--- src/rtl/pic_pkg.sv ---
package pic_pkg;

    localparam int NSRC   = 64;
    localparam int WORD_W = 32;
    localparam int LVLW   = 8;
    localparam int IDXW   = $clog2(NSRC);
    localparam int VECW   = 8;
    localparam int ADDRW  = 8;

    // Fixed byte offsets of the register window
    localparam logic [ADDRW-1:0] OFS_PEND_HI  = 8'h00;
    localparam logic [ADDRW-1:0] OFS_PEND_LO  = 8'h04;
    localparam logic [ADDRW-1:0] OFS_MASK_HI  = 8'h08;
    localparam logic [ADDRW-1:0] OFS_MASK_LO  = 8'h0C;
    localparam logic [ADDRW-1:0] OFS_FORCE_HI = 8'h10;
    localparam logic [ADDRW-1:0] OFS_FORCE_LO = 8'h14;
    localparam logic [ADDRW-1:0] OFS_VECTOR   = 8'hE0;
    localparam logic [1:0]       LVL_WIN_TAG  = 2'b01;  // 0x40..0x7F

    typedef enum logic [3:0] {
        RK_NONE,
        RK_PEND_HI,
        RK_PEND_LO,
        RK_MASK_HI,
        RK_MASK_LO,
        RK_FORCE_HI,
        RK_FORCE_LO,
        RK_LEVEL,
        RK_VECTOR
    } reg_kind_e;

    typedef struct packed {
        logic            valid;
        logic [LVLW-1:0] lvl;
        logic [IDXW-1:0] idx;
    } cand_t;

    function automatic reg_kind_e decode_ofs(input logic [ADDRW-1:0] a);
        reg_kind_e k;
        if (a[ADDRW-1 -: 2] == LVL_WIN_TAG) begin
            k = RK_LEVEL;
        end else begin
            unique case (a)
                OFS_PEND_HI:  k = RK_PEND_HI;
                OFS_PEND_LO:  k = RK_PEND_LO;
                OFS_MASK_HI:  k = RK_MASK_HI;
                OFS_MASK_LO:  k = RK_MASK_LO;
                OFS_FORCE_HI: k = RK_FORCE_HI;
                OFS_FORCE_LO: k = RK_FORCE_LO;
                OFS_VECTOR:   k = RK_VECTOR;
                default:      k = RK_NONE;
            endcase
        end
        return k;
    endfunction

    // lo covers lower source indices, hi covers higher ones; equal levels go to hi
    function automatic cand_t pick_cand(input cand_t lo, input cand_t hi);
        if (hi.valid && (!lo.valid || hi.lvl >= lo.lvl)) return hi;
        return lo;
    endfunction

endpackage

--- src/rtl/pic_arbiter.sv ---
module pic_arbiter
    import pic_pkg::*;
#(
    parameter int N = NSRC
) (
    input  logic [N-1:0]    active,
    input  logic [LVLW-1:0] lvl [N],
    output cand_t           winner
);
    localparam int STAGES = $clog2(N);

    for (genvar s = 0; s <= STAGES; s++) begin : g_stage
        localparam int W = N >> s;
        cand_t nd [W];
        if (s == 0) begin : g_leaf
            for (genvar j = 0; j < W; j++) begin : g_j
                assign nd[j] = '{valid: active[j], lvl: lvl[j], idx: IDXW'(j)};
            end
        end else begin : g_node
            for (genvar j = 0; j < W; j++) begin : g_j
                assign nd[j] = pick_cand(g_stage[s-1].nd[2*j], g_stage[s-1].nd[2*j+1]);
            end
        end
    end

    assign winner = g_stage[STAGES].nd[0];

endmodule

--- src/rtl/pic_regs.sv ---
module pic_regs
    import pic_pkg::*;
(
    input  logic               clk,
    input  logic               rst,
    input  logic [NSRC-1:0]    irq_req,
    input  logic               bus_sel,
    input  logic               bus_wr,
    input  logic [ADDRW-1:0]   bus_addr,
    input  logic [WORD_W-1:0]  bus_wdata,
    input  logic [VECW-1:0]    cur_vector,
    output logic [WORD_W-1:0]  bus_rdata,
    output logic               bus_err,
    output logic [NSRC-1:0]    pend_q,
    output logic [NSRC-1:0]    mask_q,
    output logic [NSRC-1:0]    en_q,
    output logic [LVLW-1:0]    lvl_q [NSRC]
);
    reg_kind_e       kind;
    logic [IDXW-1:0] lidx;
    logic            err_q;

    assign kind = decode_ofs(bus_addr);
    assign lidx = bus_addr[IDXW-1:0];

    always_ff @(posedge clk) begin
        if (rst) begin
            pend_q <= '0;
            mask_q <= '1;
            en_q   <= '0;
            err_q  <= 1'b0;
            for (int i = 0; i < NSRC; i++) lvl_q[i] <= '0;
        end else begin
            pend_q <= irq_req;
            err_q  <= 1'b0;
            if (bus_sel && bus_wr) begin
                unique case (kind)
                    RK_MASK_HI: mask_q[NSRC-1:WORD_W] <= bus_wdata;
                    RK_MASK_LO: mask_q[WORD_W-1:0]    <= bus_wdata;
                    RK_LEVEL: begin
                        lvl_q[lidx] <= bus_wdata[LVLW-1:0];
                        en_q[lidx]  <= |bus_wdata[LVLW-1:0];
                    end
                    default:    err_q <= 1'b1;
                endcase
            end
        end
    end

    always_comb begin
        bus_rdata = '0;
        if (bus_sel && !bus_wr) begin
            unique case (kind)
                RK_PEND_HI: bus_rdata = pend_q[NSRC-1:WORD_W];
                RK_PEND_LO: bus_rdata = pend_q[WORD_W-1:0];
                RK_MASK_HI: bus_rdata = mask_q[NSRC-1:WORD_W];
                RK_MASK_LO: bus_rdata = mask_q[WORD_W-1:0];
                RK_LEVEL:   bus_rdata = WORD_W'(lvl_q[lidx]);
                RK_VECTOR:  bus_rdata = WORD_W'(cur_vector);
                default:    bus_rdata = '0;
            endcase
        end
    end

    assign bus_err = err_q;

endmodule

--- src/rtl/prio_irq_ctrl.sv ---
module prio_irq_ctrl
    import pic_pkg::*;
#(
    parameter int IDLE_VEC = 24,
    parameter int VEC_BASE = 64
) (
    input  logic              clk,
    input  logic              rst,
    input  logic [63:0]       irq_req,
    input  logic              bus_sel,
    input  logic              bus_wr,
    input  logic [7:0]        bus_addr,
    input  logic [31:0]       bus_wdata,
    output logic [31:0]       bus_rdata,
    output logic              bus_err,
    output logic [7:0]        cpu_level,
    output logic [7:0]        cpu_vector
);
    localparam logic [NSRC-1:0] FORCE_NONE = '0;
    localparam logic [VECW-1:0] IDLE_V     = VECW'(IDLE_VEC);
    localparam logic [VECW-1:0] BASE_V     = VECW'(VEC_BASE);

    logic [NSRC-1:0] pend_w, mask_w, en_w, active_w;
    logic [LVLW-1:0] lvl_w [NSRC];
    cand_t           win_w;
    logic [LVLW-1:0] level_q;
    logic [VECW-1:0] vector_q;

    pic_regs u_regs (
        .clk        (clk),
        .rst        (rst),
        .irq_req    (irq_req),
        .bus_sel    (bus_sel),
        .bus_wr     (bus_wr),
        .bus_addr   (bus_addr),
        .bus_wdata  (bus_wdata),
        .cur_vector (vector_q),
        .bus_rdata  (bus_rdata),
        .bus_err    (bus_err),
        .pend_q     (pend_w),
        .mask_q     (mask_w),
        .en_q       (en_w),
        .lvl_q      (lvl_w)
    );

    assign active_w = (pend_w | FORCE_NONE) & en_w & ~mask_w;

    pic_arbiter #(.N(NSRC)) u_arb (
        .active (active_w),
        .lvl    (lvl_w),
        .winner (win_w)
    );

    always_ff @(posedge clk) begin
        if (rst) begin
            level_q  <= '0;
            vector_q <= IDLE_V;
        end else if (win_w.valid) begin
            level_q  <= win_w.lvl;
            vector_q <= BASE_V + VECW'(win_w.idx);
        end else begin
            level_q  <= '0;
            vector_q <= IDLE_V;
        end
    end

    assign cpu_level  = level_q;
    assign cpu_vector = vector_q;

endmodule

--- config.mk ---
export PLATFORM = sky130hd
export DESIGN_NAME = prio_irq_ctrl
export DESIGN_NICKNAME = d
export VERILOG_FILES = /design/src/rtl/pic_pkg.sv /design/src/rtl/pic_arbiter.sv /design/src/rtl/pic_regs.sv /design/src/rtl/prio_irq_ctrl.sv
export SDC_FILE = /design/constraint.sdc
export NUM_CORES = 2
export LEC_CHECK = 0
export BUFFER_PORTS_ARGS = -buffer_cell sky130_fd_sc_hd__buf_2
export CORE_ASPECT_RATIO = 1.75
export CORE_MARGIN = 2
export CORE_UTILIZATION = 35
export CTS_CLUSTER_DIAMETER = 30
export CTS_CLUSTER_SIZE = 8
export DETAILED_ROUTE_END_ITERATION = 12
export PLACE_DENSITY = 0.52
export SYNTH_ARGS = -nofsm -noshare
export SYNTH_HDL_FRONTEND = slang
export SYNTH_SLANG_ARGS = --single-unit
--- constraint.sdc ---
create_clock -name clk -period 10.44 [get_ports clk]
set_input_delay 2.088 -clock clk [delete_from_list [all_inputs] [get_ports clk]]
set_output_delay 2.088 -clock clk [all_outputs]
set_load 0.01 [all_outputs]
==> results.md <==
- DR WL/cell: 28.82 um
- Pwr dens: about 120 nW/um^2
- GRT Resource Usage Total: 37.49%
- Die W: approximately 290 um
- Vias per cell: just under 6
- Fmax: roughly 0.1 GHz
- Initial core utilization: a little over a third
- Hold_buf cts: 0
- Status: complete, no violations
- Crit-path max FO: 9
- Height of the chip: approximately 500 um
- Post-route ant nets: 0
- Grt ovf: 0
- Lkg Pwr: roughly 29 nW
- H-tree levels: 4
- Initial antenna violation count: 30
- Max Clock Skew: 0.03294 ns
- CP most frequent cell: ha_1
- Post-synth net total: around 7000
- Max incr delay on CP: roughly 0.46 ns
- Share of cells above drive strength 1: approximately 29%
- Core Region: approximately 140000 um^2
- Slew HR: 6.383%
- Final Hold Fails: 0
- Crit path DAT: about 11 ns
- Largest net degree at the start of global routing: 110
- Post-route setup slack: about 0.16 ns
- Setup total negative slack: 0 ns
- Sequential cell area fraction in the yosys report: just under 30%
- DRC: 0
- Synth area leader: dfxtp_1
- Initial detailed-routing violation count: 4867
- Area delta synth->final: 40.19%
- Final setup vio count: 0
- Vias post-DR: between 50000 and 60000
- Final WL: 280200 um
- Worst slew pin tran: ~1.4 ns
- Netlist cell types: roughly 110
- Layout Nets: around 8400
- Asr flop ratio synth: 0%
- Worst skew pair latency: a little over 0.8 ns
- Fin crit period: 10.28 ns
- CTS Buffer Depth: 3
- Average cell area after synthesis: between 7 and 8 um^2
- Post-Synthesis Cells: 6399
- Vias in the first global route: around 56000
- First-pass GRT wire length: 388400 um
- IO Count: about 160
- Sink Count: 720
- GP Congestion: between 1 and 1.5
- CTS clk-pin slew, worst paths: approximately 0.050 ns
- Die ar.: ~140000 um^2
- CP Class: flip-flop to flip-flop
- DRT Pass-1 Iters: 6
- CTS tree: yes
- Hpwl dp: around 210000 um
- #FFs+latches synth: 720
- Total CTS buffers: 153
- Hold Path Class: flip-flop to flip-flop
- Yosys top cell area share: between 20% and 30%
- Post-synth EDFFs: 0
- Synth Flop Type: dfxtp_1
- Critical-path top delay cell: nor4_2
- CP Data Required Time: roughly 11 ns
- Fillers: 13757
- Most area-consuming cells after synthesis: dfxtp_1 29%, ha_1 13%, nand2_1 10%
- Clk root buf: clkbuf_16
- Maxcap violations: 0
- Mapped cell area: approximately 49000 um^2
- PortBufs: ~160
- YS warnings: 0
- Max IR drop VDD: approximately 160 uV
- Slew Viols, Final: 0
- Row cnt: about 180
- CP Capture Type: flip-flop
- Worst Setup Start Kind: flip-flop
- Pre-CTS setup slack: -0.8171 ns
- Period utilization: roughly 98%
-- cell type report --
cell class | instances | area, um^2 | area share [%]
Clock inverter | 76 | 1066 | 1.545
Antenna cell | 14 | 35.03 | 0.05076
Timing Repair Buffer | 1513 | 11270 | 16.33
Multi-Input combinational cell | 4983 | 34180 | 49.53
Tap cell | 1840 | 2302 | 3.336
Inverter | 381 | 1433 | 2.076
Sequential cell | 720 | 14440 | 20.92
Clock buffer | 196 | 4293 | 6.220
-- cell usage in the layout (no fill, tap or decap), drive strengths merged, types with 17 or more instances in the layout --
cell and count:
a22oi 83, mux2i 181, nor2 347, ha 504
or2 22, o21ai 173, and3b 17, clkinv 31
mux2 45, bufinv 19, o211ai 74, and2 54
clkbuf 196, a31oi 56, nand2 1313, a2111oi 21
a211oi 138, dfxtp 720, o21a 86, and3 20
a211o 71, a32oi 22, nand2b 68, nand3 91
inv 388, nor4 69, clkinvlp 19, nand4 43
nor3 28, o22ai 283, nand3b 113, nor2b 83
buf 1512, a21o 75, and4 21, a21oi 692
-- flip-flops by register name, indices dropped and copies added (netlist names) --
signal          count
cpu_level           8
cpu_vector          7
u_regs.bus_err      1
u_regs.en_q        64
u_regs.lvl_q      512
u_regs.mask_q      64
u_regs.pend_q      64
-- synthesized netlist by cell type, types with 13 or more instances --
cell          n
and4_1       20
a211oi_1    130
nor2_1      331
and3b_1      17
mux2_2       38
nand3b_1    109
dfxtp_1     720
o21ai_0     149
a21o_1       73
a31oi_1      53
or2_2        16
inv_1       380
o21ai_1      22
a21oi_1     689
nor2b_1      83
nor4_1       62
a32oi_1      19
a211o_1      71
a22oi_1      83
a21boi_0     14
and3_1       20
and2_1       50
nand4_1      43
o211a_1      13
ha_1        504
o211ai_1     70
nand2b_1     66
nand2_1    1312
clkbuf_1    230
o22ai_1     283
a221o_1      14
nand3_1      89
o21a_1       84
mux2i_1     181
buf_2        66
a2111oi_0    15
nor3_1       23
-- report_power, final --
part           internal, W  switching (W)  total, W
logic             0.000120       0.000375  0.000495
clock network      0.00337        0.00175   0.00512
registers          0.00277      0.0000162   0.00279
-- per-layer routing --
metal	vias to the layer above	track usage [%]	share of wire, %
met5	-	0	0.044
met2	2866	62.16	46
li1	25857	-	-
met4	20	35.15	11
met1	27124	39.85	35
met3	1207	6.917	6.9
-- critical path: cells and delay by family, from the launching register on --
kind,cells,cell delay [ns]
mux,1,0.23
compound gates,22,4.27
buf+inv,9,1.25
simple gates,16,2.43
fa+ha+maj,6,1.57
flops,1,0.35
-- final timing paths --
check	from	to	slack [ns]	depth (start not counted)
worst max-delay path	u_regs.lvl_q[365]	cpu_vector[0]	0.16	54
worst min-delay path	u_regs.lvl_q[139]	u_regs.lvl_q[139]	0.46	2
worst max register to register	u_regs.lvl_q[365]	cpu_vector[0]	0.16	54
worst min register to register	u_regs.lvl_q[139]	u_regs.lvl_q[139]	0.46	2
-- metrics by stage --
stage,hold WS [ns],cell area [um^2],utilization (%),instances,total power [W]
after floorplan,0.4363,49230,-,6399,0.003031
after global placement,0.4459,60940,43.51,9348,0.003303
after detailed placement,0.4515,60940,43.51,9348,0.003302
after CTS,0.4583,66600,47.56,9630,0.008411
after global routing,0.4918,68990,49.26,9712,0.008548
final,0.4564,69020,49.28,9723,0.008404
-- cell families after synthesis --
kind of cell	count (synthesis)	synth area share (%)
other	1	0.007617
buffers and inverters	700	5.660
flip-flops	720	29.28
AND/OR/NAND/NOR	2324	21.85
AO/OA/AOI/OAI	1916	25.27
multiplexers	234	5.129
adder cells (fa/ha/maj)	504	12.81
-- what timing repair did --
item                       in CTS  in global routing
setup endpoints to repair      14                 14
pin swaps                      14                139
setup buffers                  10                 73
gates cloned                    0                  5
gates resized for setup        59                399
No activity file was read; power rests on OpenSTA's default activity.
